### src/rtl/synprog_pkg.sv
package synprog_pkg;
  localparam int BYTE_W = 8;
  localparam int FREQ_W = 15;
  localparam int HI_W   = FREQ_W - BYTE_W;
  localparam int REF_W  = 5;
  localparam int PORT_W = 4;

  typedef enum logic [1:0] {
    BUS_IDLE,
    BUS_ADDR,
    BUS_WRITE,
    BUS_READ
  } bus_state_t;

  typedef enum logic [1:0] {
    PAIR_HEAD,
    PAIR_FREQ_LO,
    PAIR_CTRL_LO
  } pair_state_t;

  function automatic logic [BYTE_W-1:0] status_byte(input logic por, input logic lock);
    return {por, lock, {(BYTE_W-2){1'b0}}};
  endfunction
endpackage

### src/rtl/synprog_line_sync.sv
module synprog_line_sync #(
  parameter int SYNC_STAGES = 2
) (
  input  logic clk,
  input  logic rst,
  input  logic scl_i,
  input  logic sda_i,
  output logic scl_lvl,
  output logic sda_lvl,
  output logic scl_rise,
  output logic scl_fall,
  output logic start_det,
  output logic stop_det
);
  logic [SYNC_STAGES-1:0] scl_sh, sda_sh;
  logic scl_d, sda_d;

  always_ff @(posedge clk) begin
    if (rst) begin
      scl_sh <= '1;
      sda_sh <= '1;
      scl_d  <= 1'b1;
      sda_d  <= 1'b1;
    end else begin
      scl_sh <= {scl_sh[SYNC_STAGES-2:0], scl_i};
      sda_sh <= {sda_sh[SYNC_STAGES-2:0], sda_i};
      scl_d  <= scl_sh[SYNC_STAGES-1];
      sda_d  <= sda_sh[SYNC_STAGES-1];
    end
  end

  always_comb begin
    scl_lvl   = scl_sh[SYNC_STAGES-1];
    sda_lvl   = sda_sh[SYNC_STAGES-1];
    scl_rise  = scl_lvl & ~scl_d;
    scl_fall  = ~scl_lvl & scl_d;
    start_det = scl_lvl & scl_d & sda_d & ~sda_lvl;
    stop_det  = scl_lvl & scl_d & ~sda_d & sda_lvl;
  end
endmodule

### src/rtl/synprog_bus_fsm.sv
module synprog_bus_fsm
  import synprog_pkg::*;
#(
  parameter logic [4:0] DEV_ID = 5'b11000
) (
  input  logic              clk,
  input  logic              rst,
  input  logic              sda_lvl,
  input  logic              scl_rise,
  input  logic              scl_fall,
  input  logic              start_det,
  input  logic              stop_det,
  input  logic [1:0]        addr_sel,
  input  logic [BYTE_W-1:0] status,
  output logic              sda_oe,
  output logic [BYTE_W-1:0] rx_byte,
  output logic              rx_valid,
  output logic              frame_start,
  output logic              frame_stop,
  output logic              rd_end
);
  localparam int CNT_W = $clog2(BYTE_W + 2);
  localparam logic [CNT_W-1:0] CNT_LAST = CNT_W'(BYTE_W);
  localparam logic [CNT_W-1:0] CNT_ACK  = CNT_W'(BYTE_W + 1);

  bus_state_t        state;
  logic [CNT_W-1:0]  bitcnt;
  logic [BYTE_W-1:0] shreg, tx;
  logic              ack_pend, mack, rw_q, rd_sess;
  logic [BYTE_W-1:0] byte_in;

  assign byte_in = {shreg[BYTE_W-2:0], sda_lvl};

  always_ff @(posedge clk) begin
    if (rst) begin
      state       <= BUS_IDLE;
      bitcnt      <= '0;
      shreg       <= '0;
      tx          <= '0;
      ack_pend    <= 1'b0;
      mack        <= 1'b0;
      rw_q        <= 1'b0;
      rd_sess     <= 1'b0;
      sda_oe      <= 1'b0;
      rx_byte     <= '0;
      rx_valid    <= 1'b0;
      frame_start <= 1'b0;
      frame_stop  <= 1'b0;
      rd_end      <= 1'b0;
    end else begin
      rx_valid    <= 1'b0;
      frame_start <= 1'b0;
      frame_stop  <= 1'b0;
      rd_end      <= 1'b0;
      if (start_det) begin
        state       <= BUS_ADDR;
        bitcnt      <= '0;
        sda_oe      <= 1'b0;
        ack_pend    <= 1'b0;
        frame_start <= 1'b1;
      end else if (stop_det) begin
        state      <= BUS_IDLE;
        bitcnt     <= '0;
        sda_oe     <= 1'b0;
        ack_pend   <= 1'b0;
        frame_stop <= 1'b1;
        rd_end     <= rd_sess;
        rd_sess    <= 1'b0;
      end else if (state != BUS_IDLE) begin
        if (scl_rise) begin
          if (bitcnt < CNT_LAST) begin
            shreg  <= byte_in;
            bitcnt <= bitcnt + CNT_W'(1);
            if (bitcnt == CNT_LAST - CNT_W'(1)) begin
              case (state)
                BUS_ADDR: begin
                  if (byte_in[7:3] == DEV_ID && byte_in[2:1] == addr_sel) begin
                    ack_pend <= 1'b1;
                    rw_q     <= byte_in[0];
                  end else begin
                    state <= BUS_IDLE;
                  end
                end
                BUS_WRITE: begin
                  ack_pend <= 1'b1;
                  rx_byte  <= byte_in;
                  rx_valid <= 1'b1;
                end
                default: ;
              endcase
            end
          end else if (bitcnt == CNT_LAST) begin
            bitcnt <= CNT_ACK;
            mack   <= ~sda_lvl;
          end
        end else if (scl_fall) begin
          if (bitcnt == CNT_LAST) begin
            sda_oe <= ack_pend;
          end else if (bitcnt == CNT_ACK) begin
            bitcnt   <= '0;
            ack_pend <= 1'b0;
            sda_oe   <= 1'b0;
            if ((state == BUS_ADDR && rw_q) || (state == BUS_READ && mack)) begin
              state   <= BUS_READ;
              rd_sess <= 1'b1;
              sda_oe  <= ~status[BYTE_W-1];
              tx      <= {status[BYTE_W-2:0], 1'b0};
            end else if (state == BUS_ADDR) begin
              state <= BUS_WRITE;
            end else if (state == BUS_READ) begin
              state <= BUS_IDLE;
            end
          end else if (state == BUS_READ && bitcnt != '0) begin
            sda_oe <= ~tx[BYTE_W-1];
            tx     <= {tx[BYTE_W-2:0], 1'b0};
          end
        end
      end
    end
  end
endmodule

### src/rtl/synprog_regs.sv
module synprog_regs
  import synprog_pkg::*;
(
  input  logic              clk,
  input  logic              rst,
  input  logic [BYTE_W-1:0] rx_byte,
  input  logic              rx_valid,
  input  logic              frame_start,
  input  logic              frame_stop,
  input  logic              rd_end,
  input  logic              por_evt,
  output logic              por_flag,
  output logic [FREQ_W-1:0] freq_word,
  output logic [REF_W-1:0]  ref_code,
  output logic [1:0]        test_mode,
  output logic [1:0]        pump_cur,
  output logic              refout_en,
  output logic              refout_sel,
  output logic [PORT_W-1:0] port_out
);
  pair_state_t     pstate;
  logic [HI_W-1:0] hi_stage;
  logic            hi_pend;

  always_ff @(posedge clk) begin
    if (rst) begin
      pstate     <= PAIR_HEAD;
      hi_stage   <= '0;
      hi_pend    <= 1'b0;
      freq_word  <= '0;
      ref_code   <= '0;
      test_mode  <= '0;
      pump_cur   <= '0;
      refout_en  <= 1'b1;
      refout_sel <= 1'b1;
      port_out   <= '0;
    end else if (rx_valid) begin
      case (pstate)
        PAIR_HEAD: begin
          if (!rx_byte[BYTE_W-1]) begin
            hi_stage <= rx_byte[HI_W-1:0];
            hi_pend  <= 1'b1;
            pstate   <= PAIR_FREQ_LO;
          end else begin
            test_mode <= rx_byte[6:5];
            ref_code  <= rx_byte[REF_W-1:0];
            pstate    <= PAIR_CTRL_LO;
          end
        end
        PAIR_FREQ_LO: begin
          freq_word <= {hi_stage, rx_byte};
          hi_pend   <= 1'b0;
          pstate    <= PAIR_HEAD;
        end
        default: begin
          pump_cur   <= rx_byte[7:6];
          refout_en  <= rx_byte[5];
          refout_sel <= rx_byte[4];
          port_out   <= rx_byte[PORT_W-1:0];
          pstate     <= PAIR_HEAD;
        end
      endcase
    end else if (frame_stop) begin
      pstate <= PAIR_HEAD;
      if (hi_pend) begin
        freq_word <= {hi_stage, freq_word[BYTE_W-1:0]};
        hi_pend   <= 1'b0;
      end
    end else if (frame_start) begin
      pstate <= PAIR_HEAD;
    end
  end

  always_ff @(posedge clk) begin
    if (rst || por_evt) por_flag <= 1'b1;
    else if (rd_end)    por_flag <= 1'b0;
  end
endmodule

### src/rtl/synth_prog_i2c.sv
module synth_prog_i2c
  import synprog_pkg::*;
#(
  parameter int         SYNC_STAGES = 2,
  parameter logic [4:0] DEV_ID      = 5'b11000
) (
  input  logic              clk,
  input  logic              rst,
  input  logic              scl_i,
  input  logic              sda_i,
  output logic              sda_oe,
  input  logic [1:0]        addr_sel,
  input  logic              lock_i,
  input  logic              por_evt_i,
  output logic [FREQ_W-1:0] freq_word,
  output logic [REF_W-1:0]  ref_code,
  output logic [1:0]        test_mode,
  output logic [1:0]        pump_cur,
  output logic              refout_en,
  output logic              refout_sel,
  output logic [PORT_W-1:0] port_out
);
  logic scl_lvl, sda_lvl, scl_rise, scl_fall, start_det, stop_det;
  logic [BYTE_W-1:0] rx_byte, status;
  logic rx_valid, frame_start, frame_stop, rd_end, por_flag;

  assign status = status_byte(por_flag, lock_i);

  synprog_line_sync #(.SYNC_STAGES(SYNC_STAGES)) u_sync (
    .clk(clk), .rst(rst), .scl_i(scl_i), .sda_i(sda_i),
    .scl_lvl(scl_lvl), .sda_lvl(sda_lvl), .scl_rise(scl_rise),
    .scl_fall(scl_fall), .start_det(start_det), .stop_det(stop_det)
  );

  synprog_bus_fsm #(.DEV_ID(DEV_ID)) u_fsm (
    .clk(clk), .rst(rst), .sda_lvl(sda_lvl), .scl_rise(scl_rise),
    .scl_fall(scl_fall), .start_det(start_det), .stop_det(stop_det),
    .addr_sel(addr_sel), .status(status), .sda_oe(sda_oe),
    .rx_byte(rx_byte), .rx_valid(rx_valid), .frame_start(frame_start),
    .frame_stop(frame_stop), .rd_end(rd_end)
  );

  synprog_regs u_regs (
    .clk(clk), .rst(rst), .rx_byte(rx_byte), .rx_valid(rx_valid),
    .frame_start(frame_start), .frame_stop(frame_stop), .rd_end(rd_end),
    .por_evt(por_evt_i), .por_flag(por_flag), .freq_word(freq_word),
    .ref_code(ref_code), .test_mode(test_mode), .pump_cur(pump_cur),
    .refout_en(refout_en), .refout_sel(refout_sel), .port_out(port_out)
  );
endmodule

### config.mk
export PLATFORM = sky130hd
export DESIGN_NAME = synth_prog_i2c
export DESIGN_NICKNAME = d
export VERILOG_FILES = /design/src/rtl/synprog_pkg.sv /design/src/rtl/synprog_line_sync.sv /design/src/rtl/synprog_bus_fsm.sv /design/src/rtl/synprog_regs.sv /design/src/rtl/synth_prog_i2c.sv
export SDC_FILE = /design/constraint.sdc
export NUM_CORES = 1
export LEC_CHECK = 0
export CAP_MARGIN = 0
export CORE_MARGIN = 2
export CORE_UTILIZATION = 63
export CTS_CLUSTER_DIAMETER = 50
export DETAILED_ROUTE_END_ITERATION = 8
export DONT_BUFFER_PORTS = 1
export PLACE_DENSITY = 0.86
export SYNTH_ARGS = -nofsm -noshare
export SYNTH_HDL_FRONTEND = slang
export SYNTH_SLANG_ARGS = --single-unit
### constraint.sdc
create_clock -name clk -period 3.4 [get_ports clk]
set_input_delay 0.51 -clock clk [delete_from_list [all_inputs] [get_ports clk]]
set_output_delay 0.51 -clock clk [all_outputs]
set_load 0.02 [all_outputs]
==> summary.md <==
| Metric | Value |
|---|---|
| Final Hold Viols | 0 |
| CP bufs+invs | 0 |
| Crit path launch | u_sync.scl_sh[1] |
| Mapped Area | 3250 µm² |
| Most frequent cells in the layout | dfxtp_1, nor2_1, nand2_1, mux2i_1, a21oi_1 |
| Row count | 26 |
| RSZ-0062 raised after global routing | false |
| # setup viols final | 0 |
| P&R area growth vs syn | 5.43% |
| FF+latch count, synth | 78 |
| Worst slew margin | 51.1% |
| Placed cell count | 413 |
| Initial Util | 64.5% |
| Nets | 372 |
| Peak VDD IR | 0.271 mV |
| Cts repair resizes | 0 |
| Hold Path Class | input pin to flip-flop |
| Met3 GRT Util | 8.33% |
| Core area | 5040 µm² |
| Crit path kind | flip-flop to flip-flop |
| R2R Path Start | u_sync.scl_sh[1] |
| DRC violations left | 0 |
| DIE WIDTH | 75.8 µm |
| Post-synth EDFFs | 0 |
| Final cell count without fillers | 428 |
| Initial antenna violation count | 0 |
| CP Cell Sequence | ha_1 > nand2b_1 > a211oi_4 > nand3_2 > mux2i_1 > nor2_1 |
| CP Launch Type | flip-flop |
| CP max stage cell | a211oi_4 |
| Outcome | complete, no violations |
| GRT met1 Usage | 32.3% |
| Max-cap violations | 0 |
| Ys flop type | dfxtp_1 |
| Met2 Usage GRT | 33.8% |
| Via density | 5.63 |
| First-pass GRT wire length | 9900 µm |
| Initial DRC Count | 202 |
| Setup crit end kind | flip-flop |
| Post-synthesis sequential area ratio | 48.0% |
| F_max | 451 MHz |
| Total Die Area | 5750 µm² |
| Largest net degree at the start of global routing | 72 |
| Vias | 2408 |
| Worst slew pin tran | 727 ps |
| Ant. Diodes | 0 |
| Syn Area/Cell | 9.06 µm² |
| Drt total wl | 6230 µm |
| Critical path fanouts, max | 9 |
| Placed Area | 3260 µm² |
| Die Height | 75.8 µm |
| Min Tclk post-route | 2220 ps |
| YS warnings | 0 |
| IO Port Bufs | 0 |
| Root Buffer | clkbuf_8 |
| Pwr Density | 449 nW/µm² |
| Final period utilization | 65.3% |
| Power, Total | 1.54 mW |
| Synth Instances | 359 |
| Post-layout util | 68.0% |
| Setup TNS | 0 ps |
| CP max stage delay | 560 ps |
| CP required | 3640 ps |
| Netlist cell types | 43 |
| Htree depth | 3 |
| Share of cells above drive strength 1 | 7.54% |
| FFs w/ async S/R, synth | 0% |
| GRT Total Usage | 23.1% |
| GRT busiest layer | met2 |
| Post-CTS setup buffer count | 0 |
| GRT overflow | 0 |
| GP Congestion | 0.929 |
| Critical Path AT | 2460 ps |
| TritonCTS clock tree | done |
| First-pass iteration count of the detailed router | 4 |
| Leakage power | 1.35 nW |
| Clock transition at the registers of the reported paths | 70 ps |
| Post-route ant nets | 0 |
| Commonest non-fill, non-tap cell in the layout | dfxtp_1 |
| DR WL/cell | 14.6 µm |
| Fill count | 391 |
| Cts hold-fix bufs | 0 |
| Clock sink count | 78 |
| Fin Clk Skew | 8.13 ps |
| Number of global-route vias before repair | 2123 |
| Max clock buf depth | 2 |
| Clk Latency, worst-skew pair | 350 ps |
| Top Ports | 39 |
| Hold Startpoint | rst |
| TritonCTS buffer count | 9 |
| DP HPWL | 4210 µm |
| Final instance area | 3430 µm² |
| Synth Net Count | 377 |
| Final Max Tran Viols | 0 |
| Delay-heaviest family, CP | simple AND/OR/NAND/NOR gates |
## cell usage after synthesis (2+ instances only)
cell type  count  share of area (%)
buf_6          2               0.69
nor2b_1        3               0.58
nand4_1        4               0.77
o21ai_0        4               0.62
nand2b_1      10                1.9
and3_1         2               0.38
nand2_1       47                5.4
or2_2          7                1.3
nand3_1        7                1.1
clkbuf_1      12                1.4
nand3b_1       4               0.92
and2_1         4               0.77
buf_2          2               0.31
xnor2_1        3               0.81
inv_1         12                1.4
nor3_1         6               0.92
a31oi_1        3               0.58
mux2i_1       36                 11
nor2_1        49                5.7
dfxtp_1       78                 48
a21oi_1       32                4.9
ha_1          10                3.8
a21o_1         2               0.46
## where the power goes
part           switching (mW)  internal [mW]
Sequential            0.00314          0.916
Clock                   0.318          0.282
Combinational          0.0125        0.00916
## sequential cells by signal, summed over array words and instances (netlist names), 2 cells and up
| register | flops |
|---|---|
| u_sync.sda_sh | 2 |
| u_regs.pstate | 2 |
| u_regs.hi_stage | 7 |
| u_regs.freq_word | 15 |
| u_fsm.shreg | 7 |
| u_fsm.state | 2 |
| u_regs.port_out | 4 |
| u_fsm.rx_byte | 8 |
| u_regs.test_mode | 2 |
| u_sync.scl_sh | 2 |
| u_regs.ref_code | 5 |
| u_regs.pump_cur | 2 |
| u_fsm.bitcnt | 4 |
## path summary, 6_finish.rpt
check	to	slack [ps]	cells after the start
worst min register to register	u_sync.scl_sh[1]	410	1
worst min-delay path	u_fsm.shreg[2]	230	1
worst max-delay path	u_fsm.rx_byte[2]	1180	6
worst max register to register	u_fsm.rx_byte[2]	1180	6
## stage by stage
stage / hold WS (ps) / setup slack [ps]
2_1_floorplan: 388 / 1560
3_3_place_gp: 393 / 1310
3_5_place_dp: 392 / 1170
4_1_cts: 217 / 1180
5_1_grt: 206 / 1010
6_report: 232 / 1180
## logic make-up after synthesis
kind of cell,count (synthesis),synth area share (%)
simple gates,150,21.6
buf+inv,28,3.77
flops,78,48.0
mux,36,11.1
xor+xnor,4,1.31
compound gates,53,10.4
fa+ha+maj,10,3.85
## layout make-up
cell class                 count  area, µm²  share of cell area, %
tap                           70       87.6                   2.55
multi-input combinational    253       1570                   45.7
inverter                      12       45.0                   1.31
clock buffer                  12        145                   4.23
sequential                    78       1560                   45.5
clock inverter                 3       21.3                  0.620
## layer usage
layer,routed length [µm],part of all wire (%)
met1,2860,46
met2,2850,46
met3,445,7.1
met4,79,1.3
met5,0,0
No activity file was read; power rests on OpenSTA's default activity.
